$ cat config.mk
export PLATFORM = sky130hd
export DESIGN_NAME = pp_cfg_host
export DESIGN_NICKNAME = d
export VERILOG_FILES = /design/src/rtl/pp_cfg_pkg.sv /design/src/rtl/pp_cfg_sync.sv /design/src/rtl/pp_cfg_timer.sv /design/src/rtl/pp_cfg_shifter.sv /design/src/rtl/pp_cfg_host.sv
export SDC_FILE = /design/constraint.sdc
export NUM_CORES = 1
export LEC_CHECK = 0
export BUFFER_PORTS_ARGS = -buffer_cell sky130_fd_sc_hd__buf_2
export CORE_MARGIN = 3
export CORE_UTILIZATION = 30
export DETAILED_ROUTE_END_ITERATION = 10
export GPL_ROUTABILITY_DRIVEN = 0
export PLACE_DENSITY = 0.59
export SETUP_SLACK_MARGIN = 0.05
export SYNTH_ARGS = -nofsm -noshare
export SYNTH_HDL_FRONTEND = slang
export SYNTH_SLANG_ARGS = --single-unit
$ cat constraint.sdc
create_clock -name clk -period 2.7 [get_ports clk]
set_clock_uncertainty 0.05 [all_clocks]
set_input_delay 0.405 -clock clk [delete_from_list [all_inputs] [get_ports clk]]
set_output_delay 0.405 -clock clk [all_outputs]
set_load 0.01 [all_outputs]
$ cat src/rtl/pp_cfg_pkg.sv
package pp_cfg_pkg;

    localparam int BUS_W       = 8;
    localparam int TRAIL_PLAIN = 2;
    localparam int TRAIL_COMP  = 3;

    typedef enum logic [3:0] {
        ST_IDLE,
        ST_PULSE,
        ST_WAIT_STAT,
        ST_STREAM,
        ST_TRAIL,
        ST_DONE_WAIT,
        ST_RECOVER,
        ST_SUCCESS,
        ST_FAIL
    } cfg_state_e;

    typedef struct packed {
        logic stat_n;
        logic done;
        logic init;
    } tgt_stat_s;

    function automatic int max3(input int a, input int b, input int c);
        int m;
        m = (a > b) ? a : b;
        return (m > c) ? m : c;
    endfunction

    function automatic logic [1:0] trail_len(input logic comp);
        return comp ? 2'(TRAIL_COMP) : 2'(TRAIL_PLAIN);
    endfunction

endpackage

$ cat src/rtl/pp_cfg_sync.sv
module pp_cfg_sync #(
    parameter int             W       = 3,
    parameter int             STAGES  = 2,
    parameter logic [W-1:0]   RST_VAL = '0
) (
    input  logic         clk,
    input  logic         rst,
    input  logic [W-1:0] d,
    output logic [W-1:0] q
);
    for (genvar b = 0; b < W; b++) begin : g_bit
        logic [STAGES-1:0] chain;
        always_ff @(posedge clk) begin
            if (rst) chain <= {STAGES{RST_VAL[b]}};
            else     chain <= {chain[STAGES-2:0], d[b]};
        end
        assign q[b] = chain[STAGES-1];
    end
endmodule

$ cat src/rtl/pp_cfg_timer.sv
module pp_cfg_timer #(
    parameter int W = 16
) (
    input  logic         clk,
    input  logic         rst,
    input  logic         load,
    input  logic [W-1:0] load_val,
    output logic         expired
);
    logic [W-1:0] cnt;

    always_ff @(posedge clk) begin
        if (rst)             cnt <= '0;
        else if (load)       cnt <= load_val;
        else if (cnt != '0)  cnt <= cnt - 1'b1;
    end

    assign expired = (cnt == '0);
endmodule

$ cat src/rtl/pp_cfg_shifter.sv
module pp_cfg_shifter
    import pp_cfg_pkg::*;
#(
    parameter int DW = BUS_W
) (
    input  logic          clk,
    input  logic          rst,
    input  logic          run,
    input  logic          trail,
    input  logic          comp_mode,
    input  logic          s_valid,
    input  logic [DW-1:0] s_data,
    input  logic          s_last,
    output logic          s_ready,
    output logic          cfg_clk,
    output logic [DW-1:0] cfg_data,
    output logic          last_latch,
    output logic          trail_done
);
    logic          clk_q, loaded_q, last_q;
    logic [DW-1:0] data_q;
    logic [1:0]    edge_cnt;
    logic          take;

    // accept while the clock is high (new byte appears at the falling edge)
    // or while idle-low with nothing loaded
    assign s_ready    = run && !last_q && (clk_q || !loaded_q);
    assign take       = s_ready && s_valid;
    assign last_latch = run && !clk_q && loaded_q && last_q;
    assign trail_done = trail && !clk_q && (edge_cnt == trail_len(comp_mode));

    always_ff @(posedge clk) begin
        if (rst) begin
            clk_q    <= 1'b0;
            loaded_q <= 1'b0;
            last_q   <= 1'b0;
            data_q   <= '0;
            edge_cnt <= '0;
        end else if (run) begin
            edge_cnt <= '0;
            if (clk_q) begin
                clk_q <= 1'b0;
                if (take) begin
                    data_q   <= s_data;
                    loaded_q <= 1'b1;
                    last_q   <= s_last;
                end else begin
                    loaded_q <= 1'b0;
                end
            end else if (loaded_q) begin
                clk_q <= 1'b1;
            end else if (take) begin
                data_q   <= s_data;
                loaded_q <= 1'b1;
                last_q   <= s_last;
            end
        end else if (trail) begin
            loaded_q <= 1'b0;
            last_q   <= 1'b0;
            if (clk_q) begin
                clk_q <= 1'b0;
            end else if (edge_cnt != trail_len(comp_mode)) begin
                clk_q    <= 1'b1;
                edge_cnt <= edge_cnt + 1'b1;
            end
        end else begin
            clk_q    <= 1'b0;
            loaded_q <= 1'b0;
            last_q   <= 1'b0;
            edge_cnt <= '0;
        end
    end

    assign cfg_clk  = clk_q;
    assign cfg_data = data_q;

    AST_DATA_STEADY_AT_RISE: assert property (@(posedge clk) disable iff (rst)
        $rose(cfg_clk) |-> $stable(cfg_data));
endmodule

$ cat src/rtl/pp_cfg_host.sv
module pp_cfg_host
    import pp_cfg_pkg::*;
#(
    parameter int PULSE_CYC   = 100,
    parameter int STATUS_TO   = 26000,
    parameter int DONE_TO     = 2000,
    parameter int MAX_RETRY   = 2,
    parameter int SYNC_STAGES = 2
) (
    input  logic             clk,
    input  logic             rst,
    input  logic             start,
    input  logic             auto_restart,
    input  logic             comp_mode,
    input  logic [BUS_W-1:0] s_data,
    input  logic             s_valid,
    input  logic             s_last,
    output logic             s_ready,
    output logic             rewind,
    output logic             cfg_req_n,
    output logic [BUS_W-1:0] cfg_data,
    output logic             cfg_clk,
    input  logic             stat_n,
    input  logic             done_in,
    input  logic             init_in,
    output logic             ok,
    output logic             fail
);
    localparam int TW = $clog2(max3(PULSE_CYC, STATUS_TO, DONE_TO) + 1);
    localparam int RW = $clog2(MAX_RETRY + 2);
    localparam int LW = $clog2(PULSE_CYC + 2);
    localparam int SW = $bits(tgt_stat_s);

    cfg_state_e st, nxt;
    tgt_stat_s  tgt_raw, tgt;
    logic [RW-1:0] retry_q, retry_nxt;
    logic [TW-1:0] tmr_val;
    logic          tmr_ld, tmr_exp;
    logic          rew_q, rew_set;
    logic          fault, force_pulse;
    logic          last_latch, trail_done;
    logic          run, trail;

    assign tgt_raw = '{stat_n: stat_n, done: done_in, init: init_in};

    pp_cfg_sync #(.W(SW), .STAGES(SYNC_STAGES), .RST_VAL(SW'(3'b100))) u_sync (
        .clk (clk),
        .rst (rst),
        .d   (tgt_raw),
        .q   (tgt)
    );

    pp_cfg_timer #(.W(TW)) u_timer (
        .clk      (clk),
        .rst      (rst),
        .load     (tmr_ld),
        .load_val (tmr_val),
        .expired  (tmr_exp)
    );

    assign run   = (st == ST_STREAM);
    assign trail = (st == ST_TRAIL);

    pp_cfg_shifter #(.DW(BUS_W)) u_shift (
        .clk        (clk),
        .rst        (rst),
        .run        (run),
        .trail      (trail),
        .comp_mode  (comp_mode),
        .s_valid    (s_valid),
        .s_data     (s_data),
        .s_last     (s_last),
        .s_ready    (s_ready),
        .cfg_clk    (cfg_clk),
        .cfg_data   (cfg_data),
        .last_latch (last_latch),
        .trail_done (trail_done)
    );

    always_comb begin
        nxt         = st;
        tmr_ld      = 1'b0;
        tmr_val     = '0;
        rew_set     = 1'b0;
        retry_nxt   = retry_q;
        fault       = 1'b0;
        force_pulse = 1'b0;
        case (st)
            ST_IDLE, ST_SUCCESS: begin
                if (start) begin
                    nxt       = ST_PULSE;
                    tmr_ld    = 1'b1;
                    tmr_val   = TW'(PULSE_CYC);
                    rew_set   = 1'b1;
                    retry_nxt = '0;
                end
            end
            ST_PULSE: begin
                if (tmr_exp) begin
                    nxt     = ST_WAIT_STAT;
                    tmr_ld  = 1'b1;
                    tmr_val = TW'(STATUS_TO);
                end
            end
            ST_WAIT_STAT: begin
                if (tgt.stat_n) nxt = ST_STREAM;
                else if (tmr_exp) begin
                    fault       = 1'b1;
                    force_pulse = 1'b1;
                end
            end
            ST_STREAM: begin
                if (!tgt.stat_n)    fault = 1'b1;
                else if (last_latch) nxt = ST_TRAIL;
            end
            ST_TRAIL: begin
                if (!tgt.stat_n) fault = 1'b1;
                else if (trail_done) begin
                    nxt     = ST_DONE_WAIT;
                    tmr_ld  = 1'b1;
                    tmr_val = TW'(DONE_TO);
                end
            end
            ST_DONE_WAIT: begin
                if (!tgt.stat_n) fault = 1'b1;
                else if (tgt.done && tgt.init) nxt = ST_SUCCESS;
                else if (tmr_exp) begin
                    fault       = 1'b1;
                    force_pulse = 1'b1;
                end
            end
            ST_RECOVER: begin
                if (tgt.stat_n) nxt = ST_STREAM;
                else if (tmr_exp) begin
                    fault       = 1'b1;
                    force_pulse = 1'b1;
                end
            end
            ST_FAIL: nxt = ST_FAIL;
            default: nxt = ST_IDLE;
        endcase

        if (fault) begin
            if (retry_q >= RW'(MAX_RETRY)) begin
                nxt = ST_FAIL;
            end else begin
                retry_nxt = retry_q + 1'b1;
                rew_set   = 1'b1;
                tmr_ld    = 1'b1;
                if (auto_restart && !force_pulse) begin
                    nxt     = ST_RECOVER;
                    tmr_val = TW'(STATUS_TO);
                end else begin
                    nxt     = ST_PULSE;
                    tmr_val = TW'(PULSE_CYC);
                end
            end
        end
    end

    always_ff @(posedge clk) begin
        if (rst) begin
            st      <= ST_IDLE;
            retry_q <= '0;
            rew_q   <= 1'b0;
        end else begin
            st      <= nxt;
            retry_q <= retry_nxt;
            rew_q   <= rew_set;
        end
    end

    assign cfg_req_n = (st != ST_PULSE);
    assign rewind    = rew_q;
    assign ok        = (st == ST_SUCCESS);
    assign fail      = (st == ST_FAIL);

    // low-time tracker for the request pulse check
    logic [LW-1:0] low_run;
    always_ff @(posedge clk) begin
        if (rst || cfg_req_n)             low_run <= '0;
        else if (low_run != LW'(PULSE_CYC)) low_run <= low_run + 1'b1;
    end

    AST_REQ_MIN_LOW: assert property (@(posedge clk) disable iff (rst)
        $rose(cfg_req_n) |-> (low_run >= LW'(PULSE_CYC)));
    AST_READY_ONLY_STREAM: assert property (@(posedge clk) disable iff (rst)
        s_ready |-> (st == ST_STREAM));
    AST_CLK_GATED: assert property (@(posedge clk) disable iff (rst)
        cfg_clk |-> $past(st == ST_STREAM || st == ST_TRAIL));
    AST_OK_NEEDS_DONE: assert property (@(posedge clk) disable iff (rst)
        $rose(ok) |-> $past(tgt.done && tgt.init));
    AST_FAIL_STICKY: assert property (@(posedge clk) disable iff (rst)
        fail |=> (fail && cfg_req_n && !cfg_clk));
    AST_RETRY_BOUND: assert property (@(posedge clk) disable iff (rst)
        retry_q <= RW'(MAX_RETRY));
    AST_REWIND_SINGLE: assert property (@(posedge clk) disable iff (rst)
        rewind |=> !rewind);
endmodule

==> flow_summary.json <==
{
  "cts_buffers": 5,
  "path_cells": "or4b_4 -> or4b_4 -> clkinv_2 -> nor4b_4 -> or4b_1 -> a21oi_1",
  "path_class": "register to register",
  "initial_core_util_pct": 31.4,
  "synth_ff_type": "dfxtp_1",
  "yosysTopAreaCellShare_pct": 40.7,
  "cts_buffer_depth": 2,
  "die_w_um": 88.0,
  "slew_viol_final": 0,
  "synthTopCellsByCount": "dfxtp_1 (41), a21oi_1 (26), nor2_1 (25), nand2_1 (21), nor3_1 (18)",
  "clkLatencyLatePin_ns": 0.30,
  "dr.pass1.iters": 4,
  "synth_compound_area_share_pct": 14.2,
  "syn_area_um2": 2020,
  "post-route-drc-count": 0,
  "wire_per_inst_um": 12.8,
  "worst_path_max_delay_cell": "or4b_4",
  "syn2layout_area_growth_pct": 21.2,
  "rsz0062_at_grt": "no",
  "fmax_ghz": 0.395,
  "grt_max_degree": 30,
  "synth_seq_cells": 41,
  "nFillCells": 638,
  "cp.arrival_ns": 2.72,
  "setup_viol": 0,
  "max_cap_violations": 0,
  "ys_types": 47,
  "comb_power_share_pct": 43.1,
  "finalHoldViolations": 0,
  "cp_max_fo": 11,
  "wl_um": 4540,
  "clkPwrFrac_pct": 22.5,
  "min_to": "u_sync.g_bit[2].chain[0]",
  "timing.final.crit_share_pct": 93.8,
  "grtUsageMet2_pct": 20.1,
  "p_int_mw": 1.60,
  "end_kind": "register",
  "netlist_instances": 239,
  "track_usage_pct": 12.6,
  "cts_hold_buf": 0,
  "cts_max_level": 2,
  "hp-start": "stat_n",
  "viasPerCell": 5.12,
  "vias": 1814,
  "numPortBuffers": 31,
  "power_density_nw_per_um2": 1070,
  "clock-sinks": 41,
  "fin_util_pct": 38.0,
  "hp-class": "primary input to register",
  "synthSimpleGateAreaFrac_pct": 31.6,
  "crit_buf_inv": 1,
  "cts_root_buf": "clkbuf_8",
  "fin_tns_setup_ns": 0,
  "cp-start-kind": "register",
  "async_reset_ff_share_pct": 0,
  "antenna_found_initial": 0,
  "p_sw_mw": 1.01,
  "status": "complete, no violations",
  "drive_gt1_share_pct": 22.4,
  "irDropWorstVdd_mv": 0.563,
  "r2r-start": "st[2]",
  "pre_cts_ws_ns": 0.155,
  "critPathMaxStageDelay_ns": 0.56,
  "met3_usage_pct": 4.05,
  "coreArea_um2": 6420,
  "grt_busiest_layer": "met2",
  "final_antenna_net_count": 0,
  "yosysTopAreaCell": "dfxtp_1",
  "synthMostInstantiatedCell": "dfxtp_1",
  "reg2reg_depth": 6,
  "switching_share_pct": 38.7,
  "ys_seq_area_share_pct": 40.7,
  "fin_ws_ns": 0.167,
  "worst_pin_slew_ns": 0.512,
  "stdcell_area_um2": 2440,
  "path_clk_slew_ns": 0.09,
  "place_hpwl_um": 3240,
  "cpMostUsedCell": "or4b_4",
  "chipHeight_um": 88.0,
  "required_ns": 2.89,
  "synth_top_family_by_area": "simple AND/OR/NAND/NOR gates",
  "rrSetupSlack_ns": 0.17,
  "layout.nets": 296,
  "seqPwrFrac_pct": 34.4,
  "cpLargestDelayFamily": "simple AND/OR/NAND/NOR gates",
  "place_area_um2": 2280,
  "dieArea_um2": 7740,
  "pin_count": 32,
  "maxSlewHeadroom_pct": 65.6,
  "grt_overflow": 0,
  "r2r-end": "u_timer.cnt[3]",
  "yosysWarningCount": 0,
  "grt_pass1_vias": 1666,
  "synth_edf_count": 0,
  "cts_tree": "built",
  "synth.area.mux_share_pct": 3.97,
  "initialDrtViolationCount": 76,
  "synthAdderAreaFrac_pct": 1.24,
  "grt_pass1_wl_um": 7690,
  "diodes": 0,
  "syn_nets": 259,
  "cp-startpoint": "st[2]",
  "period_needed_ns": 2.53,
  "grt_use_met1_pct": 16.1,
  "row_count": 29,
  "ys_top_cells_by_area": "dfxtp_1 (41%), a21oi_1 (6.5%), nor2_1 (4.7%), nor3_1 (4.5%), mux2i_1 (4.0%)",
  "p_leak_nw": 1.05,
  "synth_xor_area_share_pct": 4.78,
  "synth_area_per_cell_um2": 8.43,
  "whs_path_depth": 2
}
==> cell usage in the layout (no fill, tap or decap), drive strengths merged, types with 3 or more instances in the layout <==
cell type / n
mux2i: 8
a211oi: 3
or2: 5
inv: 6
nor2: 25
nor4b: 3
nand2b: 3
a21oi: 26
nor3: 19
dfxtp: 41
xor2: 5
buf: 38
o21ai: 8
nand3: 5
or4b: 3
nand2: 21
nor4: 5
xnor2: 6
nor2b: 11
clkbuf: 5
==> stage by stage <==
| stage | std cells | power [mW] | hold WS, ns |
|---|---|---|---|
| after floorplan | 239 | 1.73 | 0.339 |
| after global placement | 346 | 2.00 | 0.343 |
| after detailed placement | 346 | 2.01 | 0.345 |
| after CTS | 354 | 2.61 | 0.218 |
| after global routing | 354 | 2.84 | 0.234 |
| final | 354 | 2.62 | 0.235 |
==> per-layer routing <==
| metal | vias up | part of all wire (%) |
|---|---|---|
| met5 | - | 0 |
| met4 | 0 | 1.3 |
| li1 | 921 | - |
| met1 | 852 | 47 |
| met2 | 35 | 46 |
| met3 | 6 | 5.0 |
==> worst max path at each step <==
| stage | to | slack (ns) | cells after the start |
|---|---|---|---|
| after floorplan | u_timer.cnt[11] | 0.41 | 7 |
| after global placement | u_timer.cnt[3] | 0.22 | 6 |
| after detailed placement | u_timer.cnt[8] | 0.15 | 8 |
| after CTS | u_timer.cnt[10] | 0.11 | 8 |
| after global routing | u_timer.cnt[12] | 0.07 | 6 |
| final | u_timer.cnt[3] | 0.17 | 6 |
==> sequential cells by signal (all words and copies together) (netlist names) <==
name and flops:
u_shift.cfg_data 8, rewind 1, u_sync.g_bit.chain 6, u_shift.cfg_clk 1
u_timer.cnt 15, u_shift.loaded_q 1, retry_q 2, u_shift.edge_cnt 2
u_shift.last_q 1, st 4
==> layout make-up <==
| type | instances | area [µm²] | area share (%) |
|---|---|---|---|
| Multi-Input combinational cell | 183 | 1160 | 47.3 |
| Sequential cell | 41 | 821 | 33.6 |
| Tap cell | 77 | 96.3 | 3.94 |
| Inverter | 7 | 27.5 | 1.13 |
| Timing Repair Buffer | 38 | 208 | 8.50 |
| Clock buffer | 5 | 68.8 | 2.82 |
| Clock inverter | 3 | 65.1 | 2.66 |
==> worst reg2reg max path, cell delays in order (launching register included) <==
cell and delay [ns]:
dfxtp_1 0.53, or4b_4 0.54, or4b_4 0.56, clkinv_2 0.09
nor4b_4 0.06, or4b_1 0.49, a21oi_1 0.15
==> power groups by stage <==
stage | logic, mW | clock network (mW) | registers (mW)
floorplan | 0.882 | 0 | 0.847
global placement | 1.09 | 0 | 0.905
detailed placement | 1.10 | 0 | 0.905
CTS | 1.11 | 0.611 | 0.893
global route | 1.28 | 0.631 | 0.923
finish | 1.13 | 0.589 | 0.900
==> kinds of logic after synthesis <==
group / after synthesis
adders and majority gates: 2
AOI/OAI and AO/OA: 49
buffers and inverters: 15
DFF: 41
xor gates and xnor gates: 11
and+or+nand+nor: 113
muxes: 8
==> what timing repair did <==
action	in CTS	in global routing
buffers inserted	0	0
resized for setup	0	6
setup endpoints to repair	0	15
(Power assumes the default switching activity.)
